--- src/rtl/wake_sense_norm.sv ---
module wake_sense_norm #(
  parameter int NPIN   = 40,
  parameter int ADDR_W = 12
) (
  input  logic              clk,
  input  logic              rst_n,
  input  logic [ADDR_W-1:0] bus_addr,
  input  logic              bus_wen,
  input  logic [31:0]       bus_wdata,
  output logic [31:0]       bus_rdata,
  input  logic [NPIN-1:0]   irq_in,
  output logic [NPIN-1:0]   irq_out
);
  localparam int NBANK = (NPIN + 31) / 32;
  localparam logic [ADDR_W-1:0] EN_BASE  = ADDR_W'('h10);
  localparam logic [ADDR_W-1:0] CFG_BASE = ADDR_W'('h110);
  localparam logic [ADDR_W-1:0] EN_SPAN  = ADDR_W'(4 * NBANK);
  localparam logic [ADDR_W-1:0] CFG_SPAN = ADDR_W'(4 * NPIN);
  localparam logic [2:0] SN_LOW = 3'b000, SN_FALL = 3'b010, SN_HIGH = 3'b100,
                         SN_RISE = 3'b110, SN_DUAL = 3'b111;

  logic [NPIN-1:0] sy1, sy2, prv, prv_eff, en, cfg_hit;
  logic [2:0]      code [NPIN];

  wire              aligned = (bus_addr[1:0] == 2'b00);
  wire [ADDR_W-1:0] en_off  = bus_addr - EN_BASE;
  wire [ADDR_W-1:0] cfg_off = bus_addr - CFG_BASE;
  wire              en_sel  = aligned && (bus_addr >= EN_BASE) && (en_off < EN_SPAN);
  wire              cfg_sel = aligned && (bus_addr >= CFG_BASE) && (cfg_off < CFG_SPAN);
  wire [ADDR_W-3:0] en_idx  = en_off[ADDR_W-1:2];
  wire [ADDR_W-3:0] cfg_idx = cfg_off[ADDR_W-1:2];

  function automatic logic sense(input logic [2:0] c, input logic cur, input logic old);
    case (c)
      SN_LOW:  return ~cur;
      SN_FALL: return old & ~cur;
      SN_HIGH: return cur;
      SN_RISE: return cur & ~old;
      SN_DUAL: return cur ^ old;
      default: return 1'b0;
    endcase
  endfunction

  always_comb begin
    for (int p = 0; p < NPIN; p++) begin
      cfg_hit[p] = bus_wen && cfg_sel && (cfg_idx == (ADDR_W-2)'(p));
      prv_eff[p] = cfg_hit[p] ? sy2[p] : prv[p];
    end
  end

  always_ff @(posedge clk or negedge rst_n) begin
    if (!rst_n) begin
      sy1 <= '0;
      sy2 <= '0;
      prv <= '0;
    end else begin
      sy1 <= irq_in;
      sy2 <= sy1;
      prv <= sy2;
    end
  end

  always_ff @(posedge clk or negedge rst_n) begin
    if (!rst_n) begin
      en      <= '0;
      irq_out <= '0;
      for (int p = 0; p < NPIN; p++) code[p] <= SN_HIGH;
    end else begin
      for (int p = 0; p < NPIN; p++) begin
        irq_out[p] <= en[p] & sense(code[p], sy2[p], prv_eff[p]);
        if (cfg_hit[p]) code[p] <= bus_wdata[2:0];
        if (bus_wen && en_sel && en_idx == (ADDR_W-2)'(p / 32)) en[p] <= bus_wdata[p % 32];
      end
    end
  end

  always_comb begin
    bus_rdata = '0;
    for (int p = 0; p < NPIN; p++) begin
      if (en_sel && en_idx == (ADDR_W-2)'(p / 32)) bus_rdata[p % 32] = en[p];
      if (cfg_sel && cfg_idx == (ADDR_W-2)'(p)) bus_rdata[2:0] = code[p];
    end
  end

  for (genvar g = 0; g < NPIN; g++) begin : g_chk
    p_disabled_low_r4: assert property (@(posedge clk) disable iff (!rst_n)
      !$past(en[g]) |-> !irq_out[g]);
    p_undef_code_quiet_r10: assert property (@(posedge clk) disable iff (!rst_n)
      $past(code[g] == 3'b001 || code[g] == 3'b011 || code[g] == 3'b101) |-> !irq_out[g]);
    p_cfg_write_no_edge_r11: assert property (@(posedge clk) disable iff (!rst_n)
      $past(cfg_hit[g] && (code[g] == SN_RISE || code[g] == SN_FALL || code[g] == SN_DUAL))
      |-> !irq_out[g]);
    p_level_follow_r5: assert property (@(posedge clk) disable iff (!rst_n)
      $past(en[g] && code[g] == SN_HIGH) |-> irq_out[g] == $past(sy2[g]));
    p_rise_needs_high_r7: assert property (@(posedge clk) disable iff (!rst_n)
      $past(code[g] == SN_RISE) && irq_out[g] |-> $past(sy2[g] && !prv[g]));
  end
endmodule

--- config.mk ---
export PLATFORM = sky130hd
export DESIGN_NAME = wake_sense_norm
export DESIGN_NICKNAME = d
export VERILOG_FILES = /design/src/rtl/wake_sense_norm.sv
export SDC_FILE = /design/constraint.sdc
export NUM_CORES = 1
export LEC_CHECK = 0
export ABC_AREA = 1
export BUFFER_PORTS_ARGS = -buffer_cell sky130_fd_sc_hd__buf_2
export CAP_MARGIN = 20
export CORE_UTILIZATION = 55
export CTS_BUF_LIST = sky130_fd_sc_hd__clkbuf_16
export CTS_CLUSTER_DIAMETER = 30
export DETAILED_ROUTE_END_ITERATION = 6
export PLACE_DENSITY = 0.76
export SKIP_CTS_REPAIR_TIMING = 1
export SLEW_MARGIN = 10
export SYNTH_ARGS = -nofsm -noshare
export SYNTH_HDL_FRONTEND = slang
export SYNTH_SLANG_ARGS = --single-unit
--- constraint.sdc ---
create_clock -name clk -period 10.15 [get_ports clk]
set_input_delay 2.03 -clock clk [delete_from_list [all_inputs] [get_ports clk]]
set_output_delay 2.03 -clock clk [all_outputs]
set_load 0.03 [all_outputs]
# Yosys cells after proc, flatten, opt, wreduce, memory -nomap -nowiden
# Cells that the tools add are included.
# totals
reg_bits,320
output_inout_bits,72
in_bits,87
# classes
n_reduce_logical,133
mux,160
n_eq_ne,200
order_cmp,4
add_sub_neg,2
n_bitwise,240
# op_table
cell,n
$eq A3 B3 Y1 const B,120
$pmux W1 S5,40
$eq A10 B5 Y1 const B,16
$and A1 B1 Y1,120
$eq A3 B2 Y1 const B,40
$logic_not A3 Y1,40
$mux W3,40
$logic_and A1 B1 Y1,90
$eq A10 B4 Y1 const B,8
$eq A10 B6 Y1 const B,8
$mux W1,80
$not A1 Y1,80
$eq A10 B3 Y1 const B,4
$xor A1 B1 Y1,40
$eq A10 B1 Y1 const B,2
$eq A10 B2 Y1 const B,2
$logic_not A10 Y1,2
$ge A12 B5 Y1 const B,1
$ge A12 B9 Y1 const B,1
$lt A12 B4 Y1 const B,1
$lt A12 B8 Y1 const B,1
$sub A12 B5 Y12 const B,1
$sub A12 B9 Y12 const B,1
$logic_not A2 Y1,1

# Logic depth before layout (Yosys ltp)
# Gate-level depths: netlist of the first run.
# logic_depth
word_depth,50
ltp_mapped,55

# Least setup slack after synthesis of the first run
# OpenSTA, ideal clock, no wires.
# synth_path
path_kind,input -> output
start,input port bus_addr[4]
end,output port bus_rdata[1]
required_ps,8120
cell_stages,45
slack_ps,2507
arrival_time_ps,5613
path_cell_list,inv_1 -> ha_1 -> nand3_1 -> nand2_2 -> nand2_1 -> nand2_1 -> nand4_4 -> nor2_8 -> nand2_8 -> buf_6 -> nor2_1 -> a21oi_1 -> nand2_1 -> nand2_1 -> nand2_1 -> nand2_1 -> nand2_1 -> nand2_1 -> [... 9 more ...] -> nand2_1 -> nand2_1 -> nand2_1 -> nand2_1 -> nand2_1 -> nand2_1 -> nand2_1 -> nand2_1 -> nand2_1 -> nand2_1 -> nand2_1 -> nand2_1 -> nand2_1 -> nand3_1 -> nand2_1 -> nand2_1 -> nand2_1 -> a21oi_1
# synth_between
elab_chain_cells,46
elab_cells_between_ends,136
# synth_lines
item,line,rtl
"start, declared",7,"input logic [ADDR_W-1:0] bus_addr,"
$sub A12 B9 Y12 / $ge A12 B9 Y1 (equally long branches),"27, 29",
$lt A12 B8 Y1 / $logic_and A1 B1 Y1 (equally long branches),29,wire cfg_sel = aligned && (bus_addr >= CFG_BASE) && (cfg_off < CFG_SPAN);
$logic_and A1 B1 Y1,29,
$logic_and A1 B1 Y1,81,if (cfg_sel && cfg_idx == (ADDR_W-2)'(p)) bus_rdata[2:0] = code[p];
$mux W3,81,
$mux W1,80,if (en_sel && en_idx == (ADDR_W-2)'(p / 32)) bus_rdata[p % 32] = en[p];
$mux W3 (32 in a row),81,
$mux W1,80,
$mux W3 (6 in a row),81,
$mux W3 *,81,
"end, declared",10,"output logic [31:0] bus_rdata,"
# Every way passes the cells marked *; elsewhere a longest branch is shown, timed or not.

# Worst setup path after layout of the first run
# Ends and elaborated chain as after synthesis.

==> results of run 1 <==
power breakdown:
part / switching, mW / internal (mW)
combinational: 0.0969 / 0.0449
clock: 0.726 / 1.47
sequential: 0.0167 / 1.31
total: 0.840 / 2.82
path summary, 6_finish.rpt:
check / from / to / slack (ps) / cells after the start
min reg2reg: sy1[17]$_DFF_PN0_ / sy2[17]$_DFF_PN0_ / 340 / 0
max: bus_addr[4] / bus_rdata[1] / 1600 / 54
min: sy1[17]$_DFF_PN0_ / sy2[17]$_DFF_PN0_ / 340 / 0
min in group asynchronous: rst_n / prv[7]$_DFF_PN0_ / 1450 / 1
max in group asynchronous: rst_n / code[67]$_DFFE_PN0P_ / 7260 / 2
max reg2reg: sy2[2]$_DFF_PN0_ / irq_out[2]$_DFF_PN0_ / 8440 / 6
synthesized netlist by cell type, drive strengths merged, types with 12 or more instances:
master / number / area [um^2]
o22ai: 20 / 125
xor2: 14 / 123
a21o: 12 / 90.1
nor2: 179 / 743
mux2: 24 / 270
ha: 84 / 1050
inv: 296 / 1110
nand3: 67 / 350
clkbuf: 25 / 93.8
o21ai: 263 / 1320
dfstp: 40 / 1050
a21oi: 160 / 805
nor3: 15 / 101
dfrtp: 280 / 7010
nand2: 399 / 1530
registers in the layout, summed over array words and instances, names as in the netlist:
register / cells
code: 120
en: 40
irq_out: 40
prv: 40
sy1: 40
sy2: 40
per-stage QoR:
step / area, um^2 / setup WS [ps] / std cells
6_report: 19600 / 1600 / 2551
5_1_grt: 19600 / 1090 / 2550
4_1_cts: 19500 / 1630 / 2546
3_5_place_dp: 17200 / 1730 / 2416
3_3_place_gp: 17200 / 1750 / 2416
2_1_floorplan: 15900 / 2510 / 1899
logic make-up (layout without fill, tap and decap cells):
group,Yosys count,count (layout),share of synthesized area
adder cells (fa/ha/maj),84,84,0.0660
multiplexers,24,24,0.0170
AND/OR/NAND/NOR,670,670,0.176
XOR/XNOR,14,14,0.00770
other,0,4,0
AO/OA/AOI/OAI,463,463,0.151
buffers and inverters,324,594,0.0768
flip-flops,320,320,0.506
layer usage:
metal	global-route usage	vias up	routed length, um
met3	0.0467	110	2470
met4	0.132	0	1410
met1	0.355	6461	16900
met2	0.478	495	19900
met5	0	-	0
li1	-	6574	-
area by class of cell:
type                            instances  area, um^2
Timing Repair Buffer                  166         893
Sequential cell                       320        8060
Tap cell                              378         473
Multi-Input combinational cell       1255        6660
Clock inverter                         58         553
Inverter                              298        1120
Fill cell                            2134        8600
Antenna cell                            4        10.0
Clock buffer                           72        1800
==> flow_metrics.env, run 1 <==
export IMPL_grt_max_degree=161
export IMPL_worstPathArrival_ps=6520
export IMPL_hpwl_um=27400
export IMPL_worstSetupStartpointType="primary input"
export IMPL_remaining_drc_errors=0
export IMPL_synth_warnings=0
export IMPL_layout_common_cells="391 x nand2_1, 297 x inv_1, 280 x dfrtp_1, 260 x o21ai_0, 168 x nor2_1"
export IMPL_clk_latency_ps=570
export IMPL_path_buf_inv=5
export IMPL_gr_usage_all_layers=0.283
export IMPL_fin_crit_sh=0.842
export IMPL_drive_above_1_share=0.174
export IMPL_die_w_um=172
export IMPL_wirelength_um=40700
export IMPL_wl_per_cell_um=15.9
export IMPL_numCtsBuffers=70
export IMPL_cpPeakStageDelay_ps=260
export IMPL_htree_levels=3
export IMPL_cts_tree="done"
export IMPL_fin_crit_ps=8550
export IMPL_whs_ps=343
export IMPL_ir_worst_vdd_uv=145
export IMPL_crit_type="primary input to output port"
export IMPL_clkSinkCount=320
export IMPL_dieArea_um2=29700
export IMPL_worstMarginPinSlew_ps=932
export IMPL_timing_critical_path_mode_cell="nand2_1"
export IMPL_place_gp_congestion=1.01
export IMPL_ys_seq_elements=320
export IMPL_p_leak_nw=9.62
export IMPL_hold_violations=0
export IMPL_power_density_nw_per_um2=187
export IMPL_ant_nets=0
export IMPL_grt_pass1_vias=13500
export IMPL_synth_seq_area_share=0.506
export IMPL_hp_class="flop to flop"
export IMPL_finalSetupViolCount=0
export IMPL_p_total_mw=3.66
export IMPL_first_pass_iters=6
export IMPL_utilization=0.695
export IMPL_critPathTopFamily="simple AND/OR/NAND/NOR gates"
export IMPL_slew_violations=0
export IMPL_syn_area_per_cell_um2=8.39
export IMPL_critical_path_slowest_cell="nor3_2"
export IMPL_fmax_ghz=0.117
export IMPL_io_pins=159
export IMPL_end_kind="output port"
export IMPL_portBuffers=158
export IMPL_async_flop_share=1.00
export IMPL_synth_main_ff_cell="dfrtp_1"
export IMPL_syn_inst=1899
export IMPL_clk_pin_slew_ps=40
export IMPL_start_util=0.566
export IMPL_synth_area_um2=15900
export IMPL_drtIter0Drc=1137
export IMPL_area_growth_pct=22.8
export IMPL_nets=2282
export IMPL_die_h_um=172
export IMPL_synth_edf_count=0
export IMPL_critPathMaxFanout=12
export IMPL_clockBufferDepth=3
export IMPL_fin_tns_setup_ps=0
export IMPL_required_ps=8120
export IMPL_grt_pass1_wl_um=65700
export IMPL_antenna_found_initial=4
export IMPL_grt_overflow_total=0
export IMPL_ys_types=37
export IMPL_final_common_cell="nand2_1"
export IMPL_core_area_um2=28200
export IMPL_slew_headroom=0.379
export IMPL_status="finished, final reports clean"
export IMPL_synth_nets=2070
export IMPL_rows=61
export IMPL_cap_violations=0
export IMPL_vias=13600
export IMPL_finalClockSkew_ps=29.4
export IMPL_cts_root_buf="clkbuf_16"
export IMPL_rsz0062_at_grt="false"
export IMPL_drt_vias_per_instance=5.35
Power figures use the tool's default switching activity.
==> inputs of run 2 (changes only) <==
==> constraint.sdc (replaced) <==
create_clock -name clk -period 8.1 [get_ports clk]
set_input_delay 1.62 -clock clk [delete_from_list [all_inputs] [get_ports clk]]
set_output_delay 1.62 -clock clk [all_outputs]
set_load 0.03 [all_outputs]
==> flow_metrics.env, run 2 (synthesis results as in run 1) <==
export IMPL_grt_overflow_total=0
export IMPL_worstMarginPinSlew_ps=870
export IMPL_fmax_ghz=0.132
export IMPL_layout_common_cells="391 x nand2_1, 289 x inv_1, 280 x dfrtp_1, 260 x o21ai_0, 168 x nor2_1"
export IMPL_grt_max_degree=159
export IMPL_power_density_nw_per_um2=220
export IMPL_first_pass_iters=6
export IMPL_hold_path_startpoint="sy1[14]$_DFF_PN0_"
export IMPL_io_pins=159
export IMPL_status="finished, final reports clean"
export IMPL_top_register="code"
export IMPL_reg2reg_depth=6
export IMPL_htree_levels=2
export IMPL_postPlaceCellArea_um2=17200
export IMPL_finalSetupViolCount=0
export IMPL_required_ps=6480
export IMPL_rrSetupSlack_ps=6450
export IMPL_cts_root_buf="clkbuf_16"
export IMPL_pre_cts_slack_ps=543
export IMPL_die_w_um=172
export IMPL_wl_per_cell_um=15.6
export IMPL_end_kind="output port"
export IMPL_vias=13400
export IMPL_drive_above_1_share=0.176
export IMPL_fin_crit_ps=7580
export IMPL_remaining_drc_errors=0
export IMPL_core_area_um2=28200
export IMPL_design_area_um2=19300
export IMPL_finalClockSkew_ps=15.1
export IMPL_cap_violations=0
export IMPL_worstPathArrival_ps=5960
export IMPL_holdPathEnd="sy2[14]$_DFF_PN0_"
export IMPL_die_h_um=172
export IMPL_ir_worst_vdd_uv=227
export IMPL_area_growth_pct=21.0
export IMPL_hpwl_um=27100
export IMPL_largest_reg_flops=120
export IMPL_clockBufferDepth=3
export IMPL_drt_vias_per_instance=5.29
export IMPL_drtIter0Drc=1044
export IMPL_p_total_mw=4.24
export IMPL_slew_violations=0
export IMPL_cpPeakStageDelay_ps=280
export IMPL_fin_ws_ps=522
export IMPL_gr_usage_all_layers=0.275
export IMPL_grt_pass1_wl_um=64100
export IMPL_hp_class="flop to flop"
export IMPL_clkSinkCount=320
export IMPL_final_common_cell="nand2_1"
export IMPL_hold_violations=0
export IMPL_rows=61
export IMPL_worstSetupStartpointType="primary input"
export IMPL_grt_pass1_vias=13000
export IMPL_antenna_found_initial=6
export IMPL_rsz0062_at_grt="false"
export IMPL_utilization=0.685
export IMPL_clk_latency_ps=580
export IMPL_cts_tree="done"
export IMPL_critical_path_slowest_cell="nor2_8"
export IMPL_wirelength_um=39600
export IMPL_timing_critical_path_mode_cell="nand2_1"
export IMPL_fin_tns_setup_ps=0
export IMPL_crit_type="primary input to output port"
export IMPL_clk_pin_slew_ps=50
export IMPL_place_gp_congestion=0.908
export IMPL_fin_crit_sh=0.936
export IMPL_min_path_cells=0
export IMPL_r2r_start="sy2[2]$_DFF_PN0_"
export IMPL_dieArea_um2=29700
export IMPL_start_util=0.566
export IMPL_nets=2276
export IMPL_p_leak_nw=9.47
export IMPL_r2r_end="irq_out[2]$_DFF_PN0_"
export IMPL_critPathMaxFanout=15
export IMPL_portBuffers=158
export IMPL_ant_nets=0
export IMPL_numCtsBuffers=59
export IMPL_slew_headroom=0.415
## run 2: changes by cell type in the layout (fill, tap and decap cells not counted), moves of 2 or more
cell	before	now
clkinv_8	4	0
clkinv_1	14	7
buf_4	6	10
inv_1	297	289
inv_8	1	5
clkbuf_16	72	59
inv_2	11	13
diode_2	4	6
inv_6	2	8
clkinvlp_4	3	5
clkinv_2	9	7
## run 2: worst max-delay path: cells and delay by family
kind	cells	cell delay [ps]
AND/OR/NAND/NOR	49	3510
adder cells (fa/ha/maj)	1	220
buffers and inverters	3	460
AO/OA/AOI/OAI	1	160
## run 2: worst max-delay path by stage
stage                           start            to  slack (ps)
after floorplan           bus_addr[4]  bus_rdata[1]        1280
after global placement    bus_addr[4]  bus_rdata[1]         570
after detailed placement  bus_addr[4]  bus_rdata[1]         540
after CTS                 bus_addr[4]  bus_rdata[1]         470
after global routing      bus_addr[4]  bus_rdata[0]          30
final                     bus_addr[4]  bus_rdata[1]         520
## run 2: power by group
part	leakage [nW]	internal, mW	switching (mW)
Combinational	4.45	0.0574	0.122
Clock	0.993	1.54	0.867
Sequential	4.03	1.63	0.0208
## run 2: final cells by class
class / instances / area [um^2]
well taps: 378 / 473
diodes: 6 / 15.0
fillers: 2238 / 8880
flip-flops and latches: 320 / 8060
inverters: 298 / 1120
repair buffers: 171 / 943
clock inverters: 51 / 510
clock buffers: 59 / 1480
multi-input cells: 1255 / 6690
## run 2: metrics by stage
| stage | hold slack (ps) | std cells |
|---|---|---|
| floorplan | 331 | 1899 |
| global placement | 332 | 2420 |
| detailed placement | 335 | 2420 |
| CTS | 346 | 2530 |
| global route | 348 | 2538 |
| finish | 343 | 2538 |
## run 2: metal layers
layer | GRT usage | share of wire
met5 | 0 | 0
met1 | 0.365 | 0.44
met3 | 0.0391 | 0.050
met4 | 0.0893 | 0.024
met2 | 0.462 | 0.48
==> inputs of run 3 (changes only) <==
==> constraint.sdc (replaced) <==
create_clock -name clk -period 8.1 [get_ports clk]
set_input_delay 1.62 -clock clk [delete_from_list [all_inputs] [get_ports clk]]
set_output_delay 1.62 -clock clk [all_outputs]
set_load 0.02 [all_outputs]
==> flow_metrics.env, run 3 (synthesis results as in run 1) <==
export IMPL_finalSetupViolCount=0
export IMPL_first_pass_iters=7
export IMPL_grt_pass1_vias=13400
export IMPL_timing_critical_path_mode_cell="nand2_1"
export IMPL_whs_ps=332
export IMPL_hp_class="flop to flop"
export IMPL_wl_met1_um=17100
export IMPL_met2_length_um=19600
export IMPL_power_density_nw_per_um2=235
export IMPL_drive_above_1_share=0.182
export IMPL_clkSinkCount=320
export IMPL_area_growth_pct=23.6
export IMPL_pre_cts_slack_ps=497
export IMPL_r2r_start="sy2[2]$_DFF_PN0_"
export IMPL_clk_latency_ps=560
export IMPL_rows=61
export IMPL_status="finished, final reports clean"
export IMPL_htree_levels=3
export IMPL_rrSetupSlack_ps=6380
export IMPL_path_buf_inv=5
export IMPL_worstPathArrival_ps=5900
export IMPL_hold_violations=0
export IMPL_cap_violations=0
export IMPL_io_pins=159
export IMPL_finalClockSkew_ps=17.5
export IMPL_vias=13500
export IMPL_top_layer="met4"
export IMPL_ant_nets=0
export IMPL_critPathTopFamily="simple AND/OR/NAND/NOR gates"
export IMPL_wl_met3_um=2380
export IMPL_core_area_um2=28200
export IMPL_dp_cells=2417
export IMPL_holdPathEnd="sy2[20]$_DFF_PN0_"
export IMPL_grt_pass1_wl_um=65500
export IMPL_gr_usage_all_layers=0.281
export IMPL_slew_violations=0
export IMPL_worstMarginPinSlew_ps=914
export IMPL_drt_vias_per_instance=5.26
export IMPL_cts_tree="done"
export IMPL_min_path_cells=0
export IMPL_final_cells=2560
export IMPL_die_w_um=172
export IMPL_grt_max_degree=172
export IMPL_fin_ws_ps=580
export IMPL_hold_path_startpoint="sy1[20]$_DFF_PN0_"
export IMPL_grt_overflow_total=0
export IMPL_postPlaceCellArea_um2=17200
export IMPL_nets=2295
export IMPL_layout_common_cells="389 x nand2_1, 291 x inv_1, 280 x dfrtp_1, 260 x o21ai_0, 168 x nor2_1"
export IMPL_clk_pin_slew_ps=50
export IMPL_wl_per_cell_um=15.8
export IMPL_ir_worst_vdd_uv=240
export IMPL_fin_tns_setup_ps=0
export IMPL_end_kind="output port"
export IMPL_crit_type="primary input to output port"
export IMPL_reg2reg_depth=6
export IMPL_fmax_ghz=0.133
export IMPL_p_leak_nw=9.66
export IMPL_wirelength_um=40400
export IMPL_portBuffers=158
export IMPL_critPathMaxFanout=5
export IMPL_clockBufferDepth=3
export IMPL_start_util=0.566
export IMPL_drtIter0Drc=967
export IMPL_fillers=2096
export IMPL_cpPeakStageDelay_ps=230
export IMPL_remaining_drc_errors=0
export IMPL_required_ps=6480
export IMPL_cts_root_buf="clkbuf_16"
export IMPL_slew_headroom=0.391
export IMPL_antenna_found_initial=1
export IMPL_top_register="code"
export IMPL_numCtsBuffers=70
export IMPL_place_gp_congestion=0.949
export IMPL_r2r_end="irq_out[2]$_DFF_PN0_"
export IMPL_final_common_cell="nand2_1"
export IMPL_fin_crit_sh=0.928
export IMPL_dieArea_um2=29700
export IMPL_largest_reg_flops=120
export IMPL_worstSetupStartpointType="primary input"
export IMPL_design_area_um2=19700
export IMPL_die_h_um=172
export IMPL_hpwl_um=27000
export IMPL_critical_path_slowest_cell="ha_2"
export IMPL_fin_crit_ps=7520
[run 3: cell count changes in the layout (fill, tap and decap cells not counted), sizes merged]
cell	previous run	this run
diode	6	1
bufinv	6	7
inv	316	312
buf	171	179
clkinvlp	5	9
clkbuf	59	71
clkinv	22	28
[run 3: area by class of cell]
class	count	area [um^2]	share of cell area
Clock inverter	58	577	0.0293
Sequential cell	320	8060	0.409
Timing Repair Buffer	179	983	0.0499
Multi-Input combinational cell	1255	6710	0.340
Inverter	298	1120	0.0568
Antenna cell	1	2.50	0.000127
Clock buffer	71	1780	0.0902
Tap cell	378	473	0.0240
[run 3: power breakdown]
part	switching [mW]	internal, mW	total [mW]
combinational	0.124	0.0598	0.184
clock	0.948	1.84	2.79
sequential	0.0209	1.64	1.66
[run 3: how the worst max path moves through the flow]
stage | slack [ps] | startpoint | cells after the start | to
floorplan | 1420 | bus_addr[4] | 45 | bus_rdata[1]
global placement | 550 | bus_addr[4] | 54 | bus_rdata[1]
detailed placement | 500 | bus_addr[4] | 55 | bus_rdata[0]
CTS | 470 | bus_addr[4] | 55 | bus_rdata[0]
global route | -1 | bus_addr[4] | 57 | bus_rdata[0]
finish | 580 | bus_addr[4] | 50 | bus_rdata[2]
[run 3: layer usage]
layer,up-vias,GRT usage
met2,439,0.476
met3,104,0.0465
met5,-,0
met1,6345,0.357
met4,0,0.119
li1,6590,-
[run 3: through the flow]
stage	utilization	power (mW)
floorplan	-	1.76
global placement	0.610	1.85
detailed placement	0.610	1.86
CTS	0.694	4.65
global route	0.699	4.78
finish	0.699	4.63
